[src/rtl/mem_scan_pkg.sv]
package mem_scan_pkg;

    typedef enum logic [3:0] {
        TS_RESET, TS_IDLE,
        TS_SEL_DR, TS_CAP_DR, TS_SHIFT_DR, TS_EXIT1_DR, TS_PAUSE_DR, TS_EXIT2_DR, TS_UPD_DR,
        TS_SEL_IR, TS_CAP_IR, TS_SHIFT_IR, TS_EXIT1_IR, TS_PAUSE_IR, TS_EXIT2_IR, TS_UPD_IR
    } tap_state_e;

    localparam int OP_W = 3;

    typedef enum logic [OP_W-1:0] {
        OP_EXTEST  = 3'b000,
        OP_IDCODE  = 3'b001,
        OP_SAMPLEZ = 3'b010,
        OP_RSV3    = 3'b011,
        OP_SAMPLE  = 3'b100,
        OP_RSV5    = 3'b101,
        OP_RSV6    = 3'b110,
        OP_BYPASS  = 3'b111
    } scan_op_e;

    typedef enum logic [1:0] {
        PATH_BYPASS,
        PATH_IDENT,
        PATH_BOUNDARY
    } dr_path_e;

    localparam logic [OP_W-1:0] IR_CAPTURE = 3'b001;

endpackage

[src/rtl/tap_fsm.sv]
module tap_fsm
    import mem_scan_pkg::*;
(
    input  logic       tck,
    input  logic       trst_n,
    input  logic       tms,
    output tap_state_e state,
    output logic       in_reset,
    output logic       cap_ir,
    output logic       shift_ir,
    output logic       upd_ir,
    output logic       cap_dr,
    output logic       shift_dr
);

    tap_state_e nxt;

    always_comb begin
        unique case (state)
            TS_RESET:    nxt = tms ? TS_RESET    : TS_IDLE;
            TS_IDLE:     nxt = tms ? TS_SEL_DR   : TS_IDLE;
            TS_SEL_DR:   nxt = tms ? TS_SEL_IR   : TS_CAP_DR;
            TS_CAP_DR:   nxt = tms ? TS_EXIT1_DR : TS_SHIFT_DR;
            TS_SHIFT_DR: nxt = tms ? TS_EXIT1_DR : TS_SHIFT_DR;
            TS_EXIT1_DR: nxt = tms ? TS_UPD_DR   : TS_PAUSE_DR;
            TS_PAUSE_DR: nxt = tms ? TS_EXIT2_DR : TS_PAUSE_DR;
            TS_EXIT2_DR: nxt = tms ? TS_UPD_DR   : TS_SHIFT_DR;
            TS_UPD_DR:   nxt = tms ? TS_SEL_DR   : TS_IDLE;
            TS_SEL_IR:   nxt = tms ? TS_RESET    : TS_CAP_IR;
            TS_CAP_IR:   nxt = tms ? TS_EXIT1_IR : TS_SHIFT_IR;
            TS_SHIFT_IR: nxt = tms ? TS_EXIT1_IR : TS_SHIFT_IR;
            TS_EXIT1_IR: nxt = tms ? TS_UPD_IR   : TS_PAUSE_IR;
            TS_PAUSE_IR: nxt = tms ? TS_EXIT2_IR : TS_PAUSE_IR;
            TS_EXIT2_IR: nxt = tms ? TS_UPD_IR   : TS_SHIFT_IR;
            TS_UPD_IR:   nxt = tms ? TS_SEL_DR   : TS_IDLE;
            default:     nxt = TS_RESET;
        endcase
    end

    always_ff @(posedge tck or negedge trst_n) begin
        if (!trst_n) state <= TS_RESET;
        else         state <= nxt;
    end

    always_comb begin
        in_reset = (state == TS_RESET);
        cap_ir   = (state == TS_CAP_IR);
        shift_ir = (state == TS_SHIFT_IR);
        upd_ir   = (state == TS_UPD_IR);
        cap_dr   = (state == TS_CAP_DR);
        shift_dr = (state == TS_SHIFT_DR);
    end

endmodule

[src/rtl/scan_ir.sv]
module scan_ir
    import mem_scan_pkg::*;
(
    input  logic            tck,
    input  logic            trst_n,
    input  logic            tdi,
    input  logic            in_reset,
    input  logic            cap,
    input  logic            shift,
    input  logic            upd,
    output scan_op_e        op,
    output logic [OP_W-1:0] shreg,
    output dr_path_e        path,
    output logic            hiz
);

    always_ff @(posedge tck or negedge trst_n) begin
        if (!trst_n) begin
            shreg <= IR_CAPTURE;
            op    <= OP_IDCODE;
        end else begin
            if (cap)        shreg <= IR_CAPTURE;
            else if (shift) shreg <= {tdi, shreg[OP_W-1:1]};
            if (in_reset)   op <= OP_IDCODE;
            else if (upd)   op <= scan_op_e'(shreg);
        end
    end

    always_comb begin
        unique case (op)
            OP_EXTEST, OP_SAMPLEZ: begin path = PATH_BOUNDARY; hiz = 1'b1; end
            OP_SAMPLE:             begin path = PATH_BOUNDARY; hiz = 1'b0; end
            OP_IDCODE:             begin path = PATH_IDENT;    hiz = 1'b0; end
            default:               begin path = PATH_BYPASS;   hiz = 1'b0; end
        endcase
    end

endmodule

[src/rtl/scan_dr.sv]
module scan_dr
    import mem_scan_pkg::*;
#(
    parameter int          BSR_LEN = 51,
    parameter logic [31:0] ID_WORD = 32'h1
) (
    input  logic               tck,
    input  logic               trst_n,
    input  logic               tdi,
    input  logic               cap,
    input  logic               shift,
    input  dr_path_e           path,
    input  logic [BSR_LEN-1:0] pad_in,
    output logic               dr_lsb
);

    logic               byp;
    logic [31:0]        idr;
    logic [BSR_LEN-1:0] bsr;

    always_ff @(posedge tck or negedge trst_n) begin
        if (!trst_n) begin
            byp <= 1'b0;
            idr <= ID_WORD;
            bsr <= '0;
        end else begin
            unique case (path)
                PATH_IDENT: begin
                    if (cap)        idr <= ID_WORD;
                    else if (shift) idr <= {tdi, idr[31:1]};
                end
                PATH_BOUNDARY: begin
                    if (cap)        bsr <= pad_in;
                    else if (shift) bsr <= {tdi, bsr[BSR_LEN-1:1]};
                end
                default: begin
                    if (cap)        byp <= 1'b0;
                    else if (shift) byp <= tdi;
                end
            endcase
        end
    end

    always_comb begin
        unique case (path)
            PATH_IDENT:    dr_lsb = idr[0];
            PATH_BOUNDARY: dr_lsb = bsr[0];
            default:       dr_lsb = byp;
        endcase
    end

endmodule

[src/rtl/mem_scan_tap.sv]
module mem_scan_tap
    import mem_scan_pkg::*;
#(
    parameter bit          WIDE_ORG  = 1'b0,
    parameter logic [3:0]  REVISION  = 4'h0,
    parameter logic [5:0]  DEVICE_ID = 6'h00,
    parameter logic [10:0] MFR_CODE  = 11'b00011100100,
    localparam int         BSR_LEN   = WIDE_ORG ? 70 : 51
) (
    input  logic               tck,
    input  logic               trst_n,
    input  logic               tms,
    input  logic               tdi,
    input  logic [BSR_LEN-1:0] pad_in,
    output logic               tdo,
    output logic               tdo_oe,
    output logic               hiz_force
);

    localparam logic [4:0]  DEPTH_CODE = WIDE_ORG ? 5'b00100 : 5'b01000;
    localparam logic [4:0]  WIDTH_CODE = WIDE_ORG ? 5'b00111 : 5'b00011;
    localparam logic [31:0] ID_WORD    = {REVISION, DEPTH_CODE, WIDTH_CODE,
                                          DEVICE_ID, MFR_CODE, 1'b1};

    tap_state_e      state;
    logic            in_reset, cap_ir, shift_ir, upd_ir, cap_dr, shift_dr;
    scan_op_e        op;
    logic [OP_W-1:0] ir_sh;
    dr_path_e        path;
    logic            dr_lsb;

    tap_fsm u_fsm (
        .tck(tck), .trst_n(trst_n), .tms(tms), .state(state),
        .in_reset(in_reset), .cap_ir(cap_ir), .shift_ir(shift_ir),
        .upd_ir(upd_ir), .cap_dr(cap_dr), .shift_dr(shift_dr)
    );

    scan_ir u_ir (
        .tck(tck), .trst_n(trst_n), .tdi(tdi), .in_reset(in_reset),
        .cap(cap_ir), .shift(shift_ir), .upd(upd_ir),
        .op(op), .shreg(ir_sh), .path(path), .hiz(hiz_force)
    );

    scan_dr #(.BSR_LEN(BSR_LEN), .ID_WORD(ID_WORD)) u_dr (
        .tck(tck), .trst_n(trst_n), .tdi(tdi), .cap(cap_dr),
        .shift(shift_dr), .path(path), .pad_in(pad_in), .dr_lsb(dr_lsb)
    );

    always_ff @(negedge tck or negedge trst_n) begin
        if (!trst_n) begin
            tdo    <= 1'b0;
            tdo_oe <= 1'b0;
        end else begin
            tdo_oe <= shift_ir | shift_dr;
            if (shift_ir)      tdo <= ir_sh[0];
            else if (shift_dr) tdo <= dr_lsb;
        end
    end

endmodule

[config.mk]
export PLATFORM = sky130hd
export DESIGN_NAME = mem_scan_tap
export DESIGN_NICKNAME = d
export VERILOG_FILES = /design/src/rtl/mem_scan_pkg.sv /design/src/rtl/tap_fsm.sv /design/src/rtl/scan_ir.sv /design/src/rtl/scan_dr.sv /design/src/rtl/mem_scan_tap.sv
export SDC_FILE = /design/constraint.sdc
export NUM_CORES = 1
export LEC_CHECK = 0
export BUFFER_PORTS_ARGS = -buffer_cell sky130_fd_sc_hd__clkbuf_2
export CELL_PAD_IN_SITES_DETAIL_PLACEMENT = 1
export CELL_PAD_IN_SITES_GLOBAL_PLACEMENT = 2
export CORE_MARGIN = 2
export CORE_UTILIZATION = 43
export CTS_CLUSTER_DIAMETER = 150
export DETAILED_ROUTE_END_ITERATION = 10
export GPL_TIMING_DRIVEN = 0
export PLACE_DENSITY_LB_ADDON = 0.1
export SYNTH_ARGS = -nofsm -noshare
export SYNTH_HDL_FRONTEND = slang
export SYNTH_SLANG_ARGS = --single-unit
[constraint.sdc]
create_clock -name tck -period 2.8 [get_ports tck]
set_input_delay 0.56 -clock tck [delete_from_list [all_inputs] [get_ports tck]]
set_output_delay 0.56 -clock tck [all_outputs]
set_load 0.02 [all_outputs]
==> results.cfg, run 1 <==
[status]
outcome = finished, violations left
violations = setup timing

[final_layout]
fillers = 1195
layout-drive-gt1-share = 0.4912
final_cell_count_no_fill = 599
nets = 510
finalInstanceArea_um2 = 5774
n_antenna_cell = 0
area_growth_pct = 17.70

[detailed_routing]
met1_length_mm = 4.958
route.antenna.remaining_nets = 0
totalWireLength_mm = 10.41
drtPass1Iterations = 4
wl_met3_um = 247
drc = 0
maxUsedRoutingLayer = met4
post_drt_wl_per_cell_um = 17.38
vias_per_cell = 5.272
wl_met2_mm = 5.005
num_vias = 3158
drt_iter0_drc = 91

[floorplan]
fp.dieArea_um2 = 12280
rows = 39
core_region_area_um2 = 11270
io_pins = 58
start_util = 0.4352
die_w_um = 110.8
fp.dieH_um = 110.8

[synth]
syn_inst = 384
ys_ff_latch = 96
synthDistinctLibCells = 45
yosysMostFrequentCell = dfrtp_1
ys_top_cells_by_count = 84 x dfrtp_1, 62 x mux2_2, 50 x mux2_4
syn_nets = 441
synth_edf_count = 0
ys_seq_area_frac = 0.4922
synthArstFlopShare = 1.000
synth_top_area_share = 0.4285
synth_area_um2 = 4906
yosys-top-cells-area = dfrtp_1 43%, mux2_4 15%, mux2_2 14%
ys_warn_count = 0
yosysTopAreaCell = dfrtp_1
avgSynthCellArea_um2 = 12.78
synth-main-ff-cell = dfrtp_1

[sta]
fin_ws_ps = -131.6
skew_ps = 5.551
finalSetupViolCount = 3
worst_slew_pin_slew_ps = 702.8
holdWs_ps = 265.6
final_hold_viol_count = 0
final_max_slew_viol_count = 0
rsz0062_at_grt = yes
setup_tns_ps = -217.8
slew_headroom = 0.5315

[clocking]
path_clk_slew_ps = 60
clock_latency_ps = 340
htree_levels = 3
cts.sinks = 96
cts_tree = built
root_buffer = clkbuf_16
clk_path_buf_depth = 2
cts_made_buffers = 9

[critical_path]
path_max_fanout = 3
reg2reg_depth = 4
critical_path_required_ps = 2240
slowest_delay_ps = 460
path_buf_inv = 1
critPathKind = reg -> out
critPathTopFamily = flip-flops
cp.depth = 1
crit_chain = clkbuf_8
cp_slowest_cell = dfrtn_1
cp.arrival_ps = 2370
cp-start-kind = register
cp-end-kind = output pin

[grt]
grt_antenna_before_repair = 0
grt_max_degree = 51
grt_usage = 0.1814
grt_pass1_vias = 3503
grt_pass1_wl_mm = 17.88
overflow = 0

[placement]
place_congestion = 0.7422
port_buffers = 56
dpl_cell_area_um2 = 5395
pre_cts_ws_ps = -313.8
dp_cells = 584
hpwl_mm = 6.992

[run]
maxCapViolations = 0

[power_and_ir_drop]
worst_ir_drop_vdd_v = 0.0004044
static-leakage-power_nw = 2.748
power_density_nw_per_um2 = 996.3

[worst_hold_path]
hold_class = in -> async
[cells by family (layout without fill, tap and decap cells)]
family                     after synthesis  count (layout)  synth area share
xor gates and xnor gates                 1               1          0.001786
buffers and inverters                   55             127           0.05968
muxes                                  114             114            0.2994
adders and majority gates                2               2          0.005100
DFF                                     96              96            0.4922
and+or+nand+nor                         63              63           0.07549
AOI/OAI and AO/OA                       53              53           0.06631
[report_power, final]
part           switching (W)  internal (W)  leakage (nW)
Clock               0.000505      0.000794         0.154
Sequential          0.000257       0.00189          1.28
Combinational        0.00114       0.00116          1.32
Total                0.00190       0.00385          2.75
[state kept, by name, summed over array words and instances, names as in the netlist]
name and flops:
u_fsm.state 4, tdo 1, u_ir.op 3, u_ir.shreg 3
tdo_oe 1, u_dr.bsr 51, u_dr.idr 32, u_dr.byp 1
[layout make-up]
class                   instances  area (µm²)  share of cell area
clock buffers                  10       239.0             0.04139
well taps                     143       178.9             0.03099
plain buffers                  31       220.2             0.03814
flip-flops and latches         96        2416              0.4184
multi-input cells             233        2225              0.3853
inverters                      24       90.09             0.01560
clock inverters                 4       70.07             0.01213
repair buffers                 58       335.3             0.05807
[layout by cell type, fill, tap and decap left out, types with 2 or more instances in the layout]
| cell type | count |
|---|---|
| mux2_4 | 50 |
| mux2_2 | 62 |
| nand4_1 | 22 |
| buf_8 | 5 |
| a221oi_1 | 2 |
| bufinv_16 | 2 |
| inv_1 | 24 |
| nor3_1 | 2 |
| a21oi_1 | 5 |
| clkbuf_2 | 56 |
| and2_1 | 2 |
| o21a_1 | 7 |
| clkinv_2 | 2 |
| o21ai_0 | 26 |
| nand3_1 | 2 |
| nand2_1 | 8 |
| clkbuf_1 | 8 |
| clkbuf_16 | 9 |
| dfrtn_1 | 2 |
| dfstp_2 | 10 |
| a211oi_1 | 2 |
| nor2_1 | 15 |
| o22ai_1 | 3 |
| dfrtp_1 | 83 |
| mux2i_1 | 2 |
| buf_4 | 5 |
| clkbuf_8 | 4 |
| buf_2 | 9 |
| o2bb2ai_1 | 2 |
[path summary, 6_finish.rpt]
path	slack, ps	to	start
max in group asynchronous	760	tdo	trst_n
min in group tck	480	u_dr.idr[18]	u_dr.idr[18]
min	270	u_fsm.state[0]	trst_n
max reg2reg	-30	tdo	u_fsm.state[3]
min reg2reg	480	u_dr.idr[18]	u_dr.idr[18]
max	-130	tdo	tdo
[metrics by stage]
stage / total power [W] / util
floorplan: 0.003821 / -
global placement: 0.004303 / 0.4760
detailed placement: 0.004385 / 0.4786
CTS: 0.005784 / 0.5102
global route: 0.006163 / 0.5123
finish: 0.005753 / 0.5123
[timing repair]
| item | in CTS | in global routing |
|---|---|---|
| buffers inserted | 1 | 0 |
| endpoints found under the setup margin | 4 | 3 |
| resized for setup | 13 | 4 |
| pin swaps | 1 | 0 |
| hold buffers | 0 | 0 |
[routing by layer]
layer  track usage  vias up
li1              -     1498
met1        0.2503     1604
met2        0.2855       40
met3       0.03171       16
met4       0.07250        0
met5             0        -
Note: power is estimated with default switching activity, not from simulation.
==> run 2, diff against run 1 <==
==> constraint.sdc (replaced) <==
create_clock -name tck -period 3.5 [get_ports tck]
set_input_delay 0.7 -clock tck [delete_from_list [all_inputs] [get_ports tck]]
set_output_delay 0.7 -clock tck [all_outputs]
set_load 0.02 [all_outputs]
==> run 2 against run 1 <==
  * The run now ends clean
  * Sequential share of layout area increased by 0.47 points
  * Via count increased by 0.16%
  * Register-to-register slack improved by 160 ps
  * Final cell count decreased by 0.17%
  * Sequential cell count unchanged
  * Core utilization decreased by 0.60 points
  * Critical path depth unchanged
  * Critical path type unchanged
  * Largest power group unchanged
==> results.cfg, run 2 (synthesis gave the netlist of run 1 again) <==
[sta]
finalSetupViolCount = 0
setup_tns_ps = 0
skew_ps = 5.331
holdWs_ps = 420.1
slew_headroom = 0.5374
final_max_slew_viol_count = 0
worst_slew_pin_slew_ps = 694.0
final_hold_viol_count = 0
fin_ws_ps = 72.03
rsz0062_at_grt = no

[floorplan]
fp.dieArea_um2 = 12280
fp.dieH_um = 110.8
core_region_area_um2 = 11270
die_w_um = 110.8
io_pins = 58
rows = 39
start_util = 0.4352

[placement]
hpwl_mm = 6.992
dp_cells = 584
pre_cts_ws_ps = 36.15
dpl_cell_area_um2 = 5395
place_congestion = 0.7422
port_buffers = 56

[critical_path]
cp.arrival_ps = 2730
crit_end = tdo
cp_slowest_cell = dfrtn_1
regToRegStartpoint = u_fsm.state[3]
cp.depth = 1
cp-start-kind = register
critical_path_required_ps = 2800
critPathTopFamily = flip-flops
critPathKind = reg -> out
worst-r2r-setup-slack_ps = 130
path_buf_inv = 1
crit_start = tdo
r2r_end = tdo
crit_chain = clkbuf_2
reg2reg_depth = 5
cp-end-kind = output pin
slowest_delay_ps = 440
path_max_fanout = 3

[final_layout]
fillers = 1203
final_cell_mix = 84 x dfrtp_1, 62 x mux2_2, 57 x clkbuf_2
area_growth_pct = 16.32
mostFrequentLayoutCell = dfrtp_1
multi_input_area_um2 = 2198
final_cell_count_no_fill = 598
nets = 509
seq_area_um2 = 2415
reg.largest.list = u_dr.bsr x51, u_dr.idr x32, u_fsm.state x4
finalInstanceArea_um2 = 5707
top_register = u_dr.bsr
layout-drive-gt1-share = 0.4747
n_antenna_cell = 0
largest_reg_flops = 51

[detailed_routing]
vias_per_cell = 5.289
drt_iter0_drc = 82
drc = 0
num_vias = 3163
totalWireLength_mm = 10.30
route.antenna.remaining_nets = 0
post_drt_wl_per_cell_um = 17.23
drtPass1Iterations = 4

[grt]
grt_antenna_before_repair = 0
grt_usage = 0.1805
overflow = 0
grt_pass1_vias = 3491
grt_max_degree = 51
grt_pass1_wl_mm = 17.81

[clocking]
cts_hold_buf = 0
clk_path_buf_depth = 2
clock_latency_ps = 340
cts_tree = built
cts_made_buffers = 9
htree_levels = 3
cts.sinks = 96
root_buffer = clkbuf_16
path_clk_slew_ps = 60

[power_and_ir_drop]
power_density_nw_per_um2 = 791.1
worst_ir_drop_vdd_v = 0.0003009
static-leakage-power_nw = 2.729

[worst_hold_path]
hold_class = in -> async

[status]
outcome = complete, no violations

[run]
maxCapViolations = 0
run 2: changes by cell type in the layout (fill, tap and decap cells not counted), sizes merged:
cell	change
buf	-1
run 2: worst min-delay path by stage:
| stage | startpoint | slack (ps) | end | cells after the start |
|---|---|---|---|---|
| after global routing | trst_n | 470 | u_fsm.state[1] | 1 |
| after detailed placement | u_dr.idr[18] | 480 | u_dr.idr[18] | 2 |
| final | trst_n | 420 | u_fsm.state[0] | 1 |
| after CTS | trst_n | 440 | u_fsm.state[0] | 1 |
| after floorplan | trst_n | 400 | u_dr.bsr[0] | 0 |
| after global placement | u_dr.idr[18] | 460 | u_dr.idr[18] | 2 |
run 2: final cells by class:
cell class,instances,share of cell area
Tap cell,143,0.03135
Sequential cell,96,0.4232
Clock inverter,4,0.01228
Clock buffer,10,0.04188
Timing Repair Buffer,57,0.05437
Multi-Input combinational cell,233,0.3852
Inverter,24,0.01579
Buffer,31,0.03596
run 2: through the flow:
step / power [W] / util
6_report: 0.004515 / 0.5063
5_1_grt: 0.004845 / 0.5063
4_1_cts: 0.004583 / 0.5061
3_5_place_dp: 0.003508 / 0.4786
3_3_place_gp: 0.003443 / 0.4760
2_1_floorplan: 0.003057 / -
run 2: metal layers:
| metal | routed length [µm] | part of all wire | global-route usage |
|---|---|---|---|
| met5 | 0 | 0 | 0 |
| met4 | 198 | 0.019 | 0.07250 |
| met3 | 277 | 0.027 | 0.03171 |
| met2 | 4948 | 0.48 | 0.2838 |
| met1 | 4877 | 0.47 | 0.2488 |
run 2: repair_timing:
action                     4_1_cts  5_1_grt
gates resized for setup          0        4
buffers inserted                 0        0
setup endpoints to repair        0        1
hold endpoints to repair         0        0
run 2: report_power, final:
group          leakage [nW]  switching, W  internal [W]
sequential             1.28      0.000195       0.00151
clock                 0.154      0.000401      0.000635
combinational          1.30      0.000896      0.000875
==> run 3, diff against run 2 <==
--- a/config.mk
+++ b/config.mk
@@ -9,11 +9,12 @@
 export CELL_PAD_IN_SITES_DETAIL_PLACEMENT = 1
 export CELL_PAD_IN_SITES_GLOBAL_PLACEMENT = 2
 export CORE_MARGIN = 2
-export CORE_UTILIZATION = 43
+export CORE_UTILIZATION = 39
 export CTS_CLUSTER_DIAMETER = 150
 export DETAILED_ROUTE_END_ITERATION = 10
 export GPL_TIMING_DRIVEN = 0
 export PLACE_DENSITY_LB_ADDON = 0.1
 export SYNTH_ARGS = -nofsm -noshare
 export SYNTH_HDL_FRONTEND = slang
+export SYNTH_HIERARCHICAL = 1
 export SYNTH_SLANG_ARGS = --single-unit
==> run 3 against run 2 <==
  * Register-to-register slack worse by 80 ps
  * Non-clock buffer count is 22 higher
  * Sequential cell count stayed put
  * Core utilization is 1.9 points lower
  * Final cell count is 15% higher
  * Worst hold slack worse by 64 ps
  * Critical path type is now reg -> reg
  * Critical endpoint is now tdo
  * Largest cell class unchanged
==> results.cfg, run 3 <==
[floorplan]
fp.dieH_um = 112.5
io_pins = 58
rows = 39
die_w_um = 112.5
core_region_area_um2 = 11470
start_util = 0.4000
fp.dieArea_um2 = 12650

[synth]
syn_nets = 523
syn_inst = 466
yosysTopAreaCell = dfrtp_1
synth_edf_count = 0
ys_seq_area_frac = 0.5265
ys_warn_count = 6
synthDistinctLibCells = 41
yosys-top-cells-area = dfrtp_1 46%, o22ai_1 14%, a21oi_1 7.1%
synth-main-ff-cell = dfrtp_1
ys_top_cells_by_count = 102 x o22ai_1, 84 x dfrtp_1, 65 x a21oi_1
avgSynthCellArea_um2 = 9.843
synthArstFlopShare = 1.000
synth_area_um2 = 4587
synth_top_area_share = 0.4583
yosysMostFrequentCell = o22ai_1
ys_ff_latch = 96

[critical_path]
crit_start = u_ir/op[0]
slowest_delay_ps = 550
critPathKind = reg -> reg
path_max_fanout = 2
cp-end-kind = register
path_buf_inv = 1
critical_path_required_ps = 1940
cp.arrival_ps = 1880
critPathTopFamily = flip-flops
worst-r2r-setup-slack_ps = 50
cp.depth = 7
r2r_end = tdo
crit_end = tdo
crit_chain = nor3b_4 > inv_2 > ha_4 > a221oi_4 > a21oi_2 > mux2i_1 > o21ai_1
cp-start-kind = register
reg2reg_depth = 7
regToRegStartpoint = u_ir/op[0]
cp_slowest_cell = dfstp_2

[detailed_routing]
post_drt_wl_per_cell_um = 17.42
route.antenna.remaining_nets = 0
num_vias = 3950
vias_per_cell = 5.733
totalWireLength_mm = 12.00
drt_iter0_drc = 171
drc = 0
drtPass1Iterations = 4

[placement]
pre_cts_ws_ps = -313.9
hpwl_mm = 7.850
port_buffers = 56
place_congestion = 0.7609
dp_cells = 666

[final_layout]
fillers = 1328
nets = 598
n_antenna_cell = 0
reg.largest.list = u_dr/bsr x51, u_dr/idr x32, u_fsm/state x4
layout-drive-gt1-share = 0.2527
area_growth_pct = 21.85
top_register = u_dr/bsr
final_cell_mix = 102 x o22ai_1, 83 x dfrtp_1, 63 x a21oi_1
largest_reg_flops = 51
mostFrequentLayoutCell = o22ai_1
final_cell_count_no_fill = 689

[status]
outcome = complete, no violations

[grt]
grt_pass1_wl_mm = 20.29
overflow = 0
grt_usage = 0.1976
grt_pass1_vias = 4120
grt_antenna_before_repair = 0
grt_max_degree = 60

[sta]
skew_ps = 10.24
final_hold_viol_count = 0
slew_headroom = 0.6182
holdWs_ps = 356.4
finalSetupViolCount = 0
rsz0062_at_grt = yes
final_max_slew_viol_count = 0
fin_ws_ps = 54.32
worst_slew_pin_slew_ps = 572.8

[clocking]
clk_path_buf_depth = 2
cts_made_buffers = 9
clock_latency_ps = 350
path_clk_slew_ps = 70
cts.sinks = 96
cts_tree = built
cts_hold_buf = 0
htree_levels = 3
root_buffer = clkbuf_16

[power_and_ir_drop]
worst_ir_drop_vdd_v = 0.0003382
power_density_nw_per_um2 = 839.7
fin_total_pwr_w = 0.004693
static-leakage-power_nw = 2.358

[worst_hold_path]
hold_class = in -> async

[run]
maxCapViolations = 0
run 3: cell types whose count changed after synthesis, sizes merged, moves of 10 or more:
cell,before,now
o22ai,3,102
nand4,22,0
nand2,8,32
inv,24,6
nor3,2,12
buf,19,30
o21ai,26,52
mux2,112,0
a21oi,6,65
run 3: layout make-up:
| type | count | area [µm²] | area share |
|---|---|---|---|
| timing repair buffer | 65 | 377.9 | 0.06761 |
| inverter | 6 | 22.52 | 0.004030 |
| clock inverter | 6 | 130.1 | 0.02328 |
| buffer | 45 | 324.1 | 0.05798 |
| clock buffer | 10 | 239.0 | 0.04276 |
| tap | 143 | 178.9 | 0.03201 |
| sequential | 96 | 2416 | 0.4323 |
| multi-input combinational | 318 | 1901 | 0.3400 |
run 3: cells by family (layout without fill, tap and decap cells):
logic type / after synthesis / in the layout / synth area share
fa+ha+maj: 2 / 2 / 0.005455
flops: 96 / 96 / 0.5265
compound gates: 229 / 229 / 0.2881
buf+inv: 52 / 132 / 0.07665
mux: 5 / 5 / 0.01091
simple gates: 82 / 82 / 0.09247
run 3: report_power, final:
group          internal [W]  switching, W  total [W]
clock network      0.000788      0.000425    0.00121
logic              0.000840       0.00109    0.00193
registers           0.00139      0.000163    0.00155
run 3: how the worst min path moves through the flow:
| stage | from | to |
|---|---|---|
| after CTS | trst_n | u_dr/bsr[36] |
| after floorplan | trst_n | u_dr/bsr[0] |
| after detailed placement | u_dr/idr[26] | u_dr/idr[25] |
| final | trst_n | u_dr/bsr[36] |
| after global routing | trst_n | u_dr/bsr[36] |
| after global placement | u_dr/idr[3] | u_dr/idr[2] |
run 3: routing by layer:
metal,track usage,vias up,routed length [µm]
met2,0.3369,53,5992
li1,-,1901,-
met4,0.07886,0,229
met3,0.02916,15,280
met5,0,-,0
met1,0.2537,1981,5500
run 3: through the flow:
| step | utilization | TNS (ps) | area, µm² |
|---|---|---|---|
| floorplan | - | 0 | 4592 |
| global placement | 0.4405 | -2711 | 5051 |
| detailed placement | 0.4431 | -313.9 | 5081 |
| CTS | 0.4806 | -39.89 | 5512 |
| global route | 0.4874 | -55.79 | 5589 |
| finish | 0.4874 | 0 | 5589 |
run 3: repair_timing:
item | 4_1_cts | 5_1_grt
setup buffers | 4 | 4
gates resized for setup | 8 | 10
gates cloned | 0 | 0
endpoints found under the hold margin | 0 | 0
setup endpoints to repair | 2 | 1
pin swaps | 1 | 3
